<file path="src/rtl/dts_pkg.sv">
`timescale 1ns/1ps
package dts_pkg;

  typedef enum logic [1:0] {
    ST_IDLE = 2'd0,
    ST_WAIT = 2'd1,
    ST_RUN  = 2'd2
  } seq_state_e;

  typedef enum logic [1:0] {
    TRG_IMM   = 2'd0,
    TRG_VSYNC = 2'd1,
    TRG_FID0  = 2'd2,
    TRG_FID1  = 2'd3
  } trig_e;

  localparam int  NTASK  = 2;
  localparam logic TASK_A = 1'b0;
  localparam logic TASK_B = 1'b1;

endpackage

</file>
<file path="src/rtl/dts_rst_sync.sv">
`timescale 1ns/1ps
// Shift-register synchroniser with asynchronous clear.
// Used for the power-on reset (din tied high) and for the software reset level.
module dts_rst_sync #(
  parameter int STAGES = 2
) (
  input  logic clk,
  input  logic arst_n,
  input  logic din,
  output logic dout
);

  logic [STAGES-1:0] shreg;

  always_ff @(posedge clk or negedge arst_n) begin
    if (!arst_n) begin
      shreg <= '0;
    end else begin
      shreg <= {shreg[STAGES-2:0], din};
    end
  end

  assign dout = shreg[STAGES-1];

endmodule

</file>
<file path="src/rtl/dts_trigger.sv">
`timescale 1ns/1ps
// Start-condition evaluation for the task currently waiting.
module dts_trigger
  import dts_pkg::*;
#(
  parameter int LINE_W = 11,
  parameter int PIX_W  = 12
) (
  input  logic              clk,
  input  logic              rst_n,
  input  logic              srst,
  input  logic              load,
  input  trig_e             ld_trig,
  input  logic              waiting,
  input  trig_e             lat_trig,
  input  logic [LINE_W-1:0] lat_yofs,
  input  logic [PIX_W-1:0]  lat_xofs,
  input  logic              vsync,
  input  logic              fid,
  input  logic [LINE_W-1:0] line_cnt,
  input  logic [PIX_W-1:0]  pix_cnt,
  output logic              fire
);

  logic armed;
  logic armed_n;
  logic arm_we;
  logic ofs_hit;
  logic cond_ok;

  assign ofs_hit = (line_cnt == lat_yofs) && (pix_cnt == lat_xofs);

  always_comb begin
    case (lat_trig)
      TRG_FID0: cond_ok = !fid;
      TRG_FID1: cond_ok = fid;
      default:  cond_ok = 1'b1;
    endcase
  end

  // Arming: immediate tasks are armed at selection, all others by a vsync.
  // A start point reached without firing (or fired on a non-immediate
  // trigger) disarms until the next vsync.
  always_comb begin
    armed_n = armed;
    arm_we  = 1'b0;
    if (srst) begin
      armed_n = 1'b0;
      arm_we  = 1'b1;
    end else if (load) begin
      armed_n = (ld_trig == TRG_IMM);
      arm_we  = 1'b1;
    end else if (waiting) begin
      if (vsync) begin
        armed_n = 1'b1;
        arm_we  = 1'b1;
      end else if (ofs_hit && (lat_trig != TRG_IMM)) begin
        armed_n = 1'b0;
        arm_we  = 1'b1;
      end
    end
  end

  always_ff @(posedge clk or negedge rst_n) begin
    if (!rst_n) begin
      armed <= 1'b0;
    end else if (arm_we) begin
      armed <= armed_n;
    end
  end

  assign fire = waiting && armed && ofs_hit && cond_ok;

endmodule

</file>
<file path="src/rtl/dts_seq.sv">
`timescale 1ns/1ps
// Task sequencer: selection, configuration capture, skip, run, repeat, handover.
module dts_seq
  import dts_pkg::*;
#(
  parameter int LINE_W = 11,
  parameter int PIX_W  = 12,
  parameter int SKIP_W = 3
) (
  input  logic                          clk,
  input  logic                          rst_n,
  input  logic                          srst,
  input  logic [NTASK-1:0]              en_v,
  input  logic [NTASK-1:0]              rpt_v,
  input  logic [NTASK-1:0][1:0]         trig_v,
  input  logic [NTASK-1:0][SKIP_W-1:0]  skip_v,
  input  logic [NTASK-1:0][LINE_W-1:0]  yofs_v,
  input  logic [NTASK-1:0][LINE_W-1:0]  ylen_v,
  input  logic [NTASK-1:0][PIX_W-1:0]   xofs_v,
  input  logic [LINE_W-1:0]             line_cnt,
  input  logic [PIX_W-1:0]              pix_cnt,
  input  logic                          fire,
  output logic                          load,
  output trig_e                         ld_trig,
  output logic                          waiting,
  output trig_e                         lat_trig,
  output logic [LINE_W-1:0]             lat_yofs,
  output logic [PIX_W-1:0]              lat_xofs,
  output logic                          task_sel,
  output logic                          task_active,
  output logic                          toggle
);

  localparam logic [SKIP_W-1:0] SKIP_ONE = SKIP_W'(1);

  seq_state_e         state, state_n;
  logic               cur, cur_n;
  logic               pref, pref_n;
  logic               tog, tog_n;
  logic               rep_done, rep_n;
  logic [SKIP_W-1:0]  skip_left, skip_n;
  logic               ld_sel;
  logic               lat_rpt;
  logic [LINE_W-1:0]  lat_yend;
  logic               end_hit;
  logic [1:0]         pick_a;
  logic [1:0]         pick_b;
  logic [NTASK-1:0][LINE_W-1:0] yend_v;

  // Window end line per task.
  for (genvar t = 0; t < NTASK; t++) begin : g_yend
    assign yend_v[t] = yofs_v[t] + ylen_v[t];
  end

  // Returns {valid, task}: preferred task if enabled, else the other one.
  function automatic logic [1:0] pick(input logic first, input logic [NTASK-1:0] en);
    logic [1:0] r;
    if (en[first]) begin
      r = {1'b1, first};
    end else if (en[~first]) begin
      r = {1'b1, ~first};
    end else begin
      r = {1'b0, first};
    end
    return r;
  endfunction

  assign pick_a  = pick(pref, en_v);
  assign pick_b  = pick(~cur, en_v);
  assign end_hit = (line_cnt == lat_yend) && (pix_cnt == lat_xofs);

  always_comb begin
    state_n = state;
    cur_n   = cur;
    pref_n  = pref;
    tog_n   = tog;
    rep_n   = rep_done;
    skip_n  = skip_left;
    load    = 1'b0;
    ld_sel  = cur;
    case (state)
      ST_IDLE: begin
        if (pick_a[1]) begin
          load    = 1'b1;
          ld_sel  = pick_a[0];
          cur_n   = pick_a[0];
          rep_n   = 1'b0;
          skip_n  = skip_v[pick_a[0]];
          state_n = ST_WAIT;
        end
      end
      ST_WAIT: begin
        if (fire) begin
          if (skip_left != '0) begin
            skip_n = skip_left - SKIP_ONE;
          end else begin
            tog_n   = ~tog;
            state_n = ST_RUN;
          end
        end
      end
      ST_RUN: begin
        if (end_hit) begin
          if (lat_rpt && !rep_done) begin
            load    = 1'b1;
            ld_sel  = cur;
            rep_n   = 1'b1;
            skip_n  = skip_v[cur];
            state_n = ST_WAIT;
          end else begin
            pref_n = ~cur;
            rep_n  = 1'b0;
            if (pick_b[1]) begin
              load    = 1'b1;
              ld_sel  = pick_b[0];
              cur_n   = pick_b[0];
              skip_n  = skip_v[pick_b[0]];
              state_n = ST_WAIT;
            end else begin
              state_n = ST_IDLE;
            end
          end
        end
      end
      default: state_n = ST_IDLE;
    endcase
    if (srst) begin
      state_n = ST_IDLE;
      cur_n   = TASK_B;
      pref_n  = TASK_B;
      tog_n   = 1'b0;
      rep_n   = 1'b0;
      skip_n  = '0;
      load    = 1'b0;
    end
  end

  assign ld_trig = trig_e'(trig_v[ld_sel]);

  always_ff @(posedge clk or negedge rst_n) begin
    if (!rst_n) begin
      state     <= ST_IDLE;
      cur       <= TASK_B;
      pref      <= TASK_B;
      tog       <= 1'b0;
      rep_done  <= 1'b0;
      skip_left <= '0;
    end else begin
      state     <= state_n;
      cur       <= cur_n;
      pref      <= pref_n;
      tog       <= tog_n;
      rep_done  <= rep_n;
      skip_left <= skip_n;
    end
  end

  // Captured configuration, written only when a task is selected.
  always_ff @(posedge clk or negedge rst_n) begin
    if (!rst_n) begin
      lat_trig <= TRG_IMM;
      lat_rpt  <= 1'b0;
      lat_yofs <= '0;
      lat_xofs <= '0;
      lat_yend <= '0;
    end else if (load) begin
      lat_trig <= ld_trig;
      lat_rpt  <= rpt_v[ld_sel];
      lat_yofs <= yofs_v[ld_sel];
      lat_xofs <= xofs_v[ld_sel];
      lat_yend <= yend_v[ld_sel];
    end
  end

  assign waiting     = (state == ST_WAIT);
  assign task_active = (state == ST_RUN);
  assign task_sel    = cur;
  assign toggle      = tog;

endmodule

</file>
<file path="src/rtl/dts_sched.sv">
`timescale 1ns/1ps
module dts_sched
  import dts_pkg::*;
#(
  parameter int LINE_W      = 11,
  parameter int PIX_W       = 12,
  parameter int SKIP_W      = 3,
  parameter int SYNC_STAGES = 2
) (
  input  logic              clk,
  input  logic              rst_n,
  input  logic              sw_rst_n,
  input  logic              vsync,
  input  logic              fid,
  input  logic [LINE_W-1:0] line_cnt,
  input  logic [PIX_W-1:0]  pix_cnt,
  input  logic              a_en,
  input  logic [1:0]        a_trig,
  input  logic              a_rpt,
  input  logic [SKIP_W-1:0] a_skip,
  input  logic [LINE_W-1:0] a_yofs,
  input  logic [PIX_W-1:0]  a_xofs,
  input  logic [LINE_W-1:0] a_ylen,
  input  logic              b_en,
  input  logic [1:0]        b_trig,
  input  logic              b_rpt,
  input  logic [SKIP_W-1:0] b_skip,
  input  logic [LINE_W-1:0] b_yofs,
  input  logic [PIX_W-1:0]  b_xofs,
  input  logic [LINE_W-1:0] b_ylen,
  output logic              task_sel,
  output logic              task_active,
  output logic              toggle
);

  logic rst_int_n;
  logic sw_ok;
  logic srst;
  logic load;
  logic waiting;
  logic fire;
  trig_e ld_trig;
  trig_e lat_trig;
  logic [LINE_W-1:0] lat_yofs;
  logic [PIX_W-1:0]  lat_xofs;

  logic [NTASK-1:0]             en_v;
  logic [NTASK-1:0]             rpt_v;
  logic [NTASK-1:0][1:0]        trig_v;
  logic [NTASK-1:0][SKIP_W-1:0] skip_v;
  logic [NTASK-1:0][LINE_W-1:0] yofs_v;
  logic [NTASK-1:0][LINE_W-1:0] ylen_v;
  logic [NTASK-1:0][PIX_W-1:0]  xofs_v;

  assign en_v   = {b_en,   a_en};
  assign rpt_v  = {b_rpt,  a_rpt};
  assign trig_v = {b_trig, a_trig};
  assign skip_v = {b_skip, a_skip};
  assign yofs_v = {b_yofs, a_yofs};
  assign ylen_v = {b_ylen, a_ylen};
  assign xofs_v = {b_xofs, a_xofs};

  dts_rst_sync #(.STAGES(SYNC_STAGES)) u_por_sync (
    .clk    (clk),
    .arst_n (rst_n),
    .din    (1'b1),
    .dout   (rst_int_n)
  );

  dts_rst_sync #(.STAGES(SYNC_STAGES)) u_sw_sync (
    .clk    (clk),
    .arst_n (rst_int_n),
    .din    (sw_rst_n),
    .dout   (sw_ok)
  );

  assign srst = !sw_ok;

  dts_seq #(.LINE_W(LINE_W), .PIX_W(PIX_W), .SKIP_W(SKIP_W)) u_seq (
    .clk         (clk),
    .rst_n       (rst_int_n),
    .srst        (srst),
    .en_v        (en_v),
    .rpt_v       (rpt_v),
    .trig_v      (trig_v),
    .skip_v      (skip_v),
    .yofs_v      (yofs_v),
    .ylen_v      (ylen_v),
    .xofs_v      (xofs_v),
    .line_cnt    (line_cnt),
    .pix_cnt     (pix_cnt),
    .fire        (fire),
    .load        (load),
    .ld_trig     (ld_trig),
    .waiting     (waiting),
    .lat_trig    (lat_trig),
    .lat_yofs    (lat_yofs),
    .lat_xofs    (lat_xofs),
    .task_sel    (task_sel),
    .task_active (task_active),
    .toggle      (toggle)
  );

  dts_trigger #(.LINE_W(LINE_W), .PIX_W(PIX_W)) u_trig (
    .clk      (clk),
    .rst_n    (rst_int_n),
    .srst     (srst),
    .load     (load),
    .ld_trig  (ld_trig),
    .waiting  (waiting),
    .lat_trig (lat_trig),
    .lat_yofs (lat_yofs),
    .lat_xofs (lat_xofs),
    .vsync    (vsync),
    .fid      (fid),
    .line_cnt (line_cnt),
    .pix_cnt  (pix_cnt),
    .fire     (fire)
  );

endmodule

</file>
<file path="config.mk">
export PLATFORM = sky130hd
export DESIGN_NAME = dts_sched
export DESIGN_NICKNAME = d
export VERILOG_FILES = /design/src/rtl/dts_pkg.sv /design/src/rtl/dts_rst_sync.sv /design/src/rtl/dts_trigger.sv /design/src/rtl/dts_seq.sv /design/src/rtl/dts_sched.sv
export SDC_FILE = /design/constraint.sdc
export NUM_CORES = 1
export LEC_CHECK = 0
export CAP_MARGIN = 20
export CORE_MARGIN = 2
export CORE_UTILIZATION = 49
export DETAILED_ROUTE_END_ITERATION = 12
export GPL_TIMING_DRIVEN = 0
export PLACE_DENSITY = 0.8
export SYNTH_ARGS = -nofsm -noshare
export SYNTH_HDL_FRONTEND = slang
export SYNTH_SLANG_ARGS = --single-unit
export TNS_END_PERCENT = 5
</file>
<file path="constraint.sdc">
create_clock -name clk -period 1.7 [get_ports clk]
set_input_delay 0.34 -clock clk [delete_from_list [all_inputs] [get_ports clk]]
set_output_delay 0.34 -clock clk [all_outputs]
set_load 0.02 [all_outputs]
</file>
# Yosys cells after proc, flatten, opt, wreduce, memory -nomap -nowiden
# Index checks and enable logic that the tools add are counted.
dict set report totals {
  reg_bits 51
  output_inout_bits 3
  word_cells 149
  in_bits 110
}
dict set report classes {
  n_addsub 3
  reduce_logical 19
  magnitude_cmp 7
  eq_ne 23
  n_bitwise 3
  muxes 80
}
# operator count
set ops {}
lappend ops {{$mux W11} 4}
lappend ops {{$mux W1} 43}
lappend ops {{$mux W3} 13}
lappend ops {{$mux W12} 2}
lappend ops {{$mux W2} 12}
lappend ops {{$add A11 B11 Y11} 2}
lappend ops {{$eq A11 B11 Y1} 2}
lappend ops {{$lt A1 B2 Y1 const B} 7}
lappend ops {{$eq A12 B12 Y1} 1}
lappend ops {{$ne A3 B2 Y1 const B} 4}
lappend ops {{$reduce_and A3 Y1} 4}
lappend ops {{$ne A3 B3 Y1 const B} 3}
lappend ops {{$pmux W3 S3} 1}
lappend ops {{$ne A2 B2 Y1 const B} 4}
lappend ops {{$ne A4 B2 Y1 const B} 2}
lappend ops {{$pmux W1 S2} 4}
lappend ops {{$logic_and A1 B1 Y1} 7}
lappend ops {{$eq A2 B2 Y1 const B} 3}
lappend ops {{$pmux W2 S3} 1}
lappend ops {{$reduce_and A6 Y1} 1}
lappend ops {{$logic_not A2 Y1} 2}
lappend ops {{$ne A2 B1 Y1 const B} 2}
lappend ops {{$ne A4 B3 Y1 const B} 1}
lappend ops {{$reduce_and A4 Y1} 1}
lappend ops {{6 further kinds} 9}

# Depth between registers and ports, before layout
dict set report logic_depth {
  depth_word 13
  mapped_depth 10
  mapped_depth_nobuf 10
}

# Hierarchy
# A second synthesis with hierarchy kept.
dict set report unflattened {
  cells_unflattened 441
  hier_area_um2 4067.7
}
# module seq_area_each_um2 cells_per_inst area_per_inst_um2 n_inst
set modules_own_cells {}
lappend modules_own_cells {dts_seq 1153.6 392 3607.2 1}
lappend modules_own_cells {dts_trigger 25.0 43 352.8 1}
lappend modules_own_cells {dts_rst_sync 50.0 2 50.0 2}
lappend modules_own_cells {dts_sched 0.0 2 7.5 1}

# Least setup slack after synthesis
# Ideal clock, no wire load.
dict set report synth_path {
  kind {input port to flip-flop}
  start {input port b_yofs[0]}
  end {register u_seq.lat_yend[10]}
  setup_time_ps 131
  t_required_ps 1569
  slack_ps -431
  stages 10
  path_buffers 0
  t_arrival_ps 1999
  cell_sequence {ha_1 inv_1 fa_1 nor2b_1 o31a_1 o211ai_1 nand2_1 or4_1 a32oi_1 o31ai_1}
}
dict set report synth_between {
  elab_chain_len 3
}
# element line_no
set synth_lines {}
lappend synth_lines {{start, declared} dts_sched.sv:28} ;# input logic [LINE_W-1:0] b_yofs,
lappend synth_lines {{$add A11 B11 Y11} dts_seq.sv:52} ;# assign yend_v[t] = yofs_v[t] + ylen_v[t];
lappend synth_lines {{$mux W11 (not written as such) (2 in a row)} dts_seq.sv:171} ;# lat_yend <= yend_v[ld_sel];
lappend synth_lines {{end signal, assigned} dts_seq.sv:171}
lappend synth_lines {{end, declared} dts_seq.sv:44} ;# logic [LINE_W-1:0] lat_yend;
# Every way passes these cells. The select of a mux whose other input is x is not followed.
# A chain may end at the register's enable or synchronous reset.

# Final worst setup path
dict set report layout_path {
  start {input port pix_cnt[11]}
  end {register u_seq.lat_yofs[6]}
}
dict set report layout_between {
  elab_chain_len 6
  word_cells_on_any_way 9
  cone_classes {eq/ne: 1; mux: 7; reduce/logical: 1}
}
# element line_no
set layout_lines {}
lappend layout_lines {{start, declared} dts_sched.sv:16} ;# input logic [PIX_W-1:0] pix_cnt,
lappend layout_lines {{$eq A12 B12 Y1 (*)} dts_seq.sv:70} ;# assign end_hit = (line_cnt == lat_yend) && (pix_cnt == lat_xofs);
lappend layout_lines {{$logic_and A1 B1 Y1 (*)} dts_seq.sv:70}
lappend layout_lines {{$mux W1} dts_seq.sv:103} ;# if (end_hit) begin
lappend layout_lines {{$pmux W1 S2} dts_seq.sv:81} ;# case (state)
lappend layout_lines {{$mux W11 (not written as such) (2 in a row)} dts_seq.sv:169} ;# lat_yofs <= yofs_v[ld_sel];
lappend layout_lines {{end signal, assigned} dts_seq.sv:169}
lappend layout_lines {{end, declared} dts_seq.sv:27} ;# output logic [LINE_W-1:0] lat_yofs,
# Every way passes the cells marked *; elsewhere a longest branch is shown, timed or not. The select of a mux whose other input is x is not followed.

==> results.sh <==
export IMPL_initial_core_util_pct=49.7
export IMPL_grt_pass1_wl_um=20200
export IMPL_cts_buffers=5
export IMPL_fillers=561
export IMPL_ys_async_sr_fraction_pct=100
export IMPL_required_ns=1.89
export IMPL_ys_seq_area_share_pct=31.8
export IMPL_max_stage_delay_ns=0.44
export IMPL_syn_to_final_growth_pct=51.2
export IMPL_finalSetupTns_ns=-27.30
export IMPL_routedWlPerCell_um=18.8
export IMPL_rsz0062_at_grt="true"
export IMPL_finalCriticalPeriod_ns=2.42
export IMPL_grt_max_degree=28
export IMPL_postCtsHoldBufs=0
export IMPL_yosysWarnings=0
export IMPL_cp_end_kind="register"
export IMPL_initialDrtViolationCount=235
export IMPL_crit_arrival_ns=2.61
export IMPL_synth_cells=440
export IMPL_dp_hpwl_um=8850
export IMPL_crit_chain="clkdlybuf4s50_1 > xor2_1 > nor4_2 > buf_4 > nand3_4 > o31ai_4 > o21ai_4 > buf_6 > buf_12 > mux2i_2 > o21ai_1"
export IMPL_syn_num_nets=579
export IMPL_routabilityCongestion=0.901
export IMPL_final_core_util_pct=75.1
export IMPL_fmax_mhz=413
export IMPL_combPwrFrac_pct=57.9
export IMPL_clock_root_buffer="clkbuf_8"
export IMPL_die_y_um=94.6
export IMPL_total_power_w=0.00716
export IMPL_h_tree_depth=2
export IMPL_coreArea_mm2=0.00809
export IMPL_cp_start_kind="primary input"
export IMPL_power_per_cell_area_mw_per_mm2=1180
export IMPL_synth_top_area_share_pct=30.5
export IMPL_n_antenna_cell=0
export IMPL_crit_slowest_cell="clkdlybuf4s50_1"
export IMPL_rows=33
export IMPL_finalSetupViolCount=47
export IMPL_pwr_share_clk_pct=12.5
export IMPL_rr_worst_depth=11
export IMPL_stdcell_area_mm2=0.00608
export IMPL_min_path_type="in2async"
export IMPL_layout_drive_gt1_share_pct=21.4
export IMPL_synthFlopType="dfrtp_1"
export IMPL_grt_pass1_vias=4279
export IMPL_fp_dieW_um=94.6
export IMPL_status="finished, violations left"
export IMPL_critical_path_class="in2reg"
export IMPL_regToRegSetupSlack_ns=-0.70
export IMPL_synth_area_leaders="dfrtp_1, mux2i_1, ha_1"
export IMPL_seq_power_share_pct=29.7
export IMPL_path_buf_inv=4
export IMPL_fin_skew_ns=0.00779
export IMPL_ys_seq_elements=51
export IMPL_p_int_w=0.00417
export IMPL_maxSlewHeadroom_pct=63.1
export IMPL_ios=113
export IMPL_leakagePower_nw=2.71
export IMPL_cap_violations=0
export IMPL_fp_dieArea_mm2=0.00895
export IMPL_path_delay_family="buffers and inverters"
export IMPL_clk_path_buf_depth=2
export IMPL_syn_area_per_cell_um2=9.14
export IMPL_timing_rr_start="u_seq.lat_xofs[8]"
export IMPL_clk_latency_ns=0.31
export IMPL_drc=0
export IMPL_first_pass_iters=5
export IMPL_cts_sinks=51
export IMPL_failed_checks="negative setup slack"
export IMPL_finalNetCount=728
export IMPL_vias_per_cell=5.92
export IMPL_antenna_left=0
export IMPL_multi_input_area_mm2=0.00293
export IMPL_clk_pin_slew_ns=0.10
export IMPL_syn_area_mm2=0.00402
export IMPL_yosysTopAreaCell="dfrtp_1"
export IMPL_synthDistinctLibCells=60
export IMPL_worstPathMaxFanout=5
export IMPL_setup_slack_ns=-0.722
export IMPL_grt_ovfl_total=0
export IMPL_maxSlewViolCount=0
export IMPL_synth_edff_count=0
export IMPL_detail_route_wirelength_um=13100
export IMPL_fin_crit_sh_pct=142
export IMPL_worst_pin_slew_ns=0.547
export IMPL_ir_worst_vdd_v=0.000509
export IMPL_grt_use_total_pct=29.0
export IMPL_reg2reg_to="u_seq.lat_yofs[6]"
export IMPL_num_vias=4114
export IMPL_fin_hold_ws_ns=0.180
export IMPL_ff_latch_area_mm2=0.00128
export IMPL_cts_tree="yes"
export IMPL_power_switching_w=0.00299
export IMPL_p_sw_share_pct=41.8
export IMPL_numPortBuffers=112
export IMPL_crit_cells=11
export IMPL_grt_antenna_before_repair=0
export IMPL_placed_area_mm2=0.00532
export IMPL_hold_viol=0
## power groups by stage
stage	Sequential (W)	Combinational (W)	Clock (W)
2_1_floorplan	0.00203	0.00224	0
4_1_cts	0.00209	0.00376	0.000885
5_1_grt	0.00217	0.00442	0.000948
3_3_place_gp	0.00208	0.00304	0
3_5_place_dp	0.00210	0.00314	0
6_report	0.00212	0.00414	0.000893
## cell usage in the layout, fill, tap and decap left out, types with 7 or more instances in the layout
| cell type | synthesis | routed |
|---|---|---|
| clkdlybuf4s50_1 | 0 | 85 |
| nand2_1 | 47 | 47 |
| dfrtp_1 | 49 | 46 |
| xor2_1 | 38 | 36 |
| mux2i_1 | 38 | 29 |
| o21ai_1 | 13 | 28 |
| buf_4 | 2 | 27 |
| dlygate4sd2_1 | 0 | 23 |
| o21ai_0 | 38 | 21 |
| ha_1 | 27 | 17 |
| xnor2_1 | 16 | 16 |
| inv_1 | 20 | 15 |
| nor2_1 | 15 | 14 |
| a21oi_1 | 13 | 11 |
| nand3_1 | 13 | 11 |
| mux2i_2 | 0 | 9 |
| buf_6 | 2 | 8 |
| clkbuf_8 | 0 | 7 |
| nor3_1 | 9 | 7 |
## what timing repair did
item / in CTS / in global routing
gates resized for setup: 109 / 30
buffers inserted: 25 / 3
setup endpoints to repair: 49 / 48
gates cloned: 2 / 0
pin swaps: 45 / 18
## cells by family (layout without fill, tap and decap cells)
kind of cell	Yosys count	count (layout)	synth area share, %
compound gates	109	109	17.8
buf+inv	35	185	3.95
flops	51	51	31.8
xor+xnor	54	54	11.8
fa+ha+maj	29	29	9.40
mux	40	40	10.0
simple gates	121	121	15.2
other cells	1	1	0.0933
## Yosys cell counts (all sizes together), types with 2 or more instances
library cell / count
a31o: 2
o311a: 2
nor4: 12
o31a: 2
a211o: 2
nor2b: 4
xor2: 38
nand3: 14
dfrtp: 49
buf: 10
xnor2: 16
o2111ai: 2
ha: 27
inv: 20
or4: 3
nor2: 15
fa: 2
mux2i: 38
a21oi: 13
o21a: 4
a31oi: 3
o21ai: 52
a221o: 2
o221ai: 3
a211oi: 3
and3: 4
nor3: 9
nand2b: 7
a21o: 3
clkbuf: 5
mux2: 2
nand2: 47
o31ai: 5
a2111oi: 2
dfstp: 2
## metrics by stage
| step | std cells | setup WS [ns] |
|---|---|---|
| 3_3_place_gp | 657 | -1.24 |
| 4_1_cts | 692 | -0.543 |
| 2_1_floorplan | 440 | -0.419 |
| 6_report | 695 | -0.722 |
| 5_1_grt | 695 | -0.768 |
| 3_5_place_dp | 658 | -1.31 |
## how the worst max path moves through the flow
stage / start / endpoint / slack, ns
2_1_floorplan: b_yofs[0] / u_seq.lat_yend[10] / -0.42
3_3_place_gp: line_cnt[10] / u_seq.lat_yofs[6] / -1.24
3_5_place_dp: line_cnt[10] / u_seq.lat_yofs[6] / -1.31
4_1_cts: u_seq.lat_xofs[0] / u_seq.lat_yofs[6] / -0.54
5_1_grt: pix_cnt[11] / u_seq.lat_yofs[6] / -0.77
6_report: pix_cnt[11] / u_seq.lat_yofs[6] / -0.72
## registers in the layout, indices dropped and copies added, names as in the netlist
name / count
u_por_sync.shreg: 2
u_seq.lat_rpt: 1
u_seq.lat_trig: 2
u_seq.lat_xofs: 12
u_seq.lat_yend: 11
u_seq.lat_yofs: 11
u_seq.pref: 1
u_seq.rep_done: 1
u_seq.skip_left: 3
u_seq.state: 2
u_seq.task_sel: 1
u_seq.toggle: 1
u_sw_sync.shreg: 2
u_trig.armed: 1
## area by class of cell
type	count	area share (%)
plain buffers	14	2.41
clock buffers	6	1.36
clock inverters	2	0.576
inverters	20	1.24
multi-input cells	354	48.2
flip-flops and latches	51	21.1
well taps	105	2.16
repair buffers	143	22.9
## per-layer routing
layer	wire length (µm)	GRT usage [%]
met4	583	12.7
met3	957	4.79
met5	0	0
met2	6300	50.9
met1	5230	35.1
Note: power is estimated with default switching activity, not from simulation.
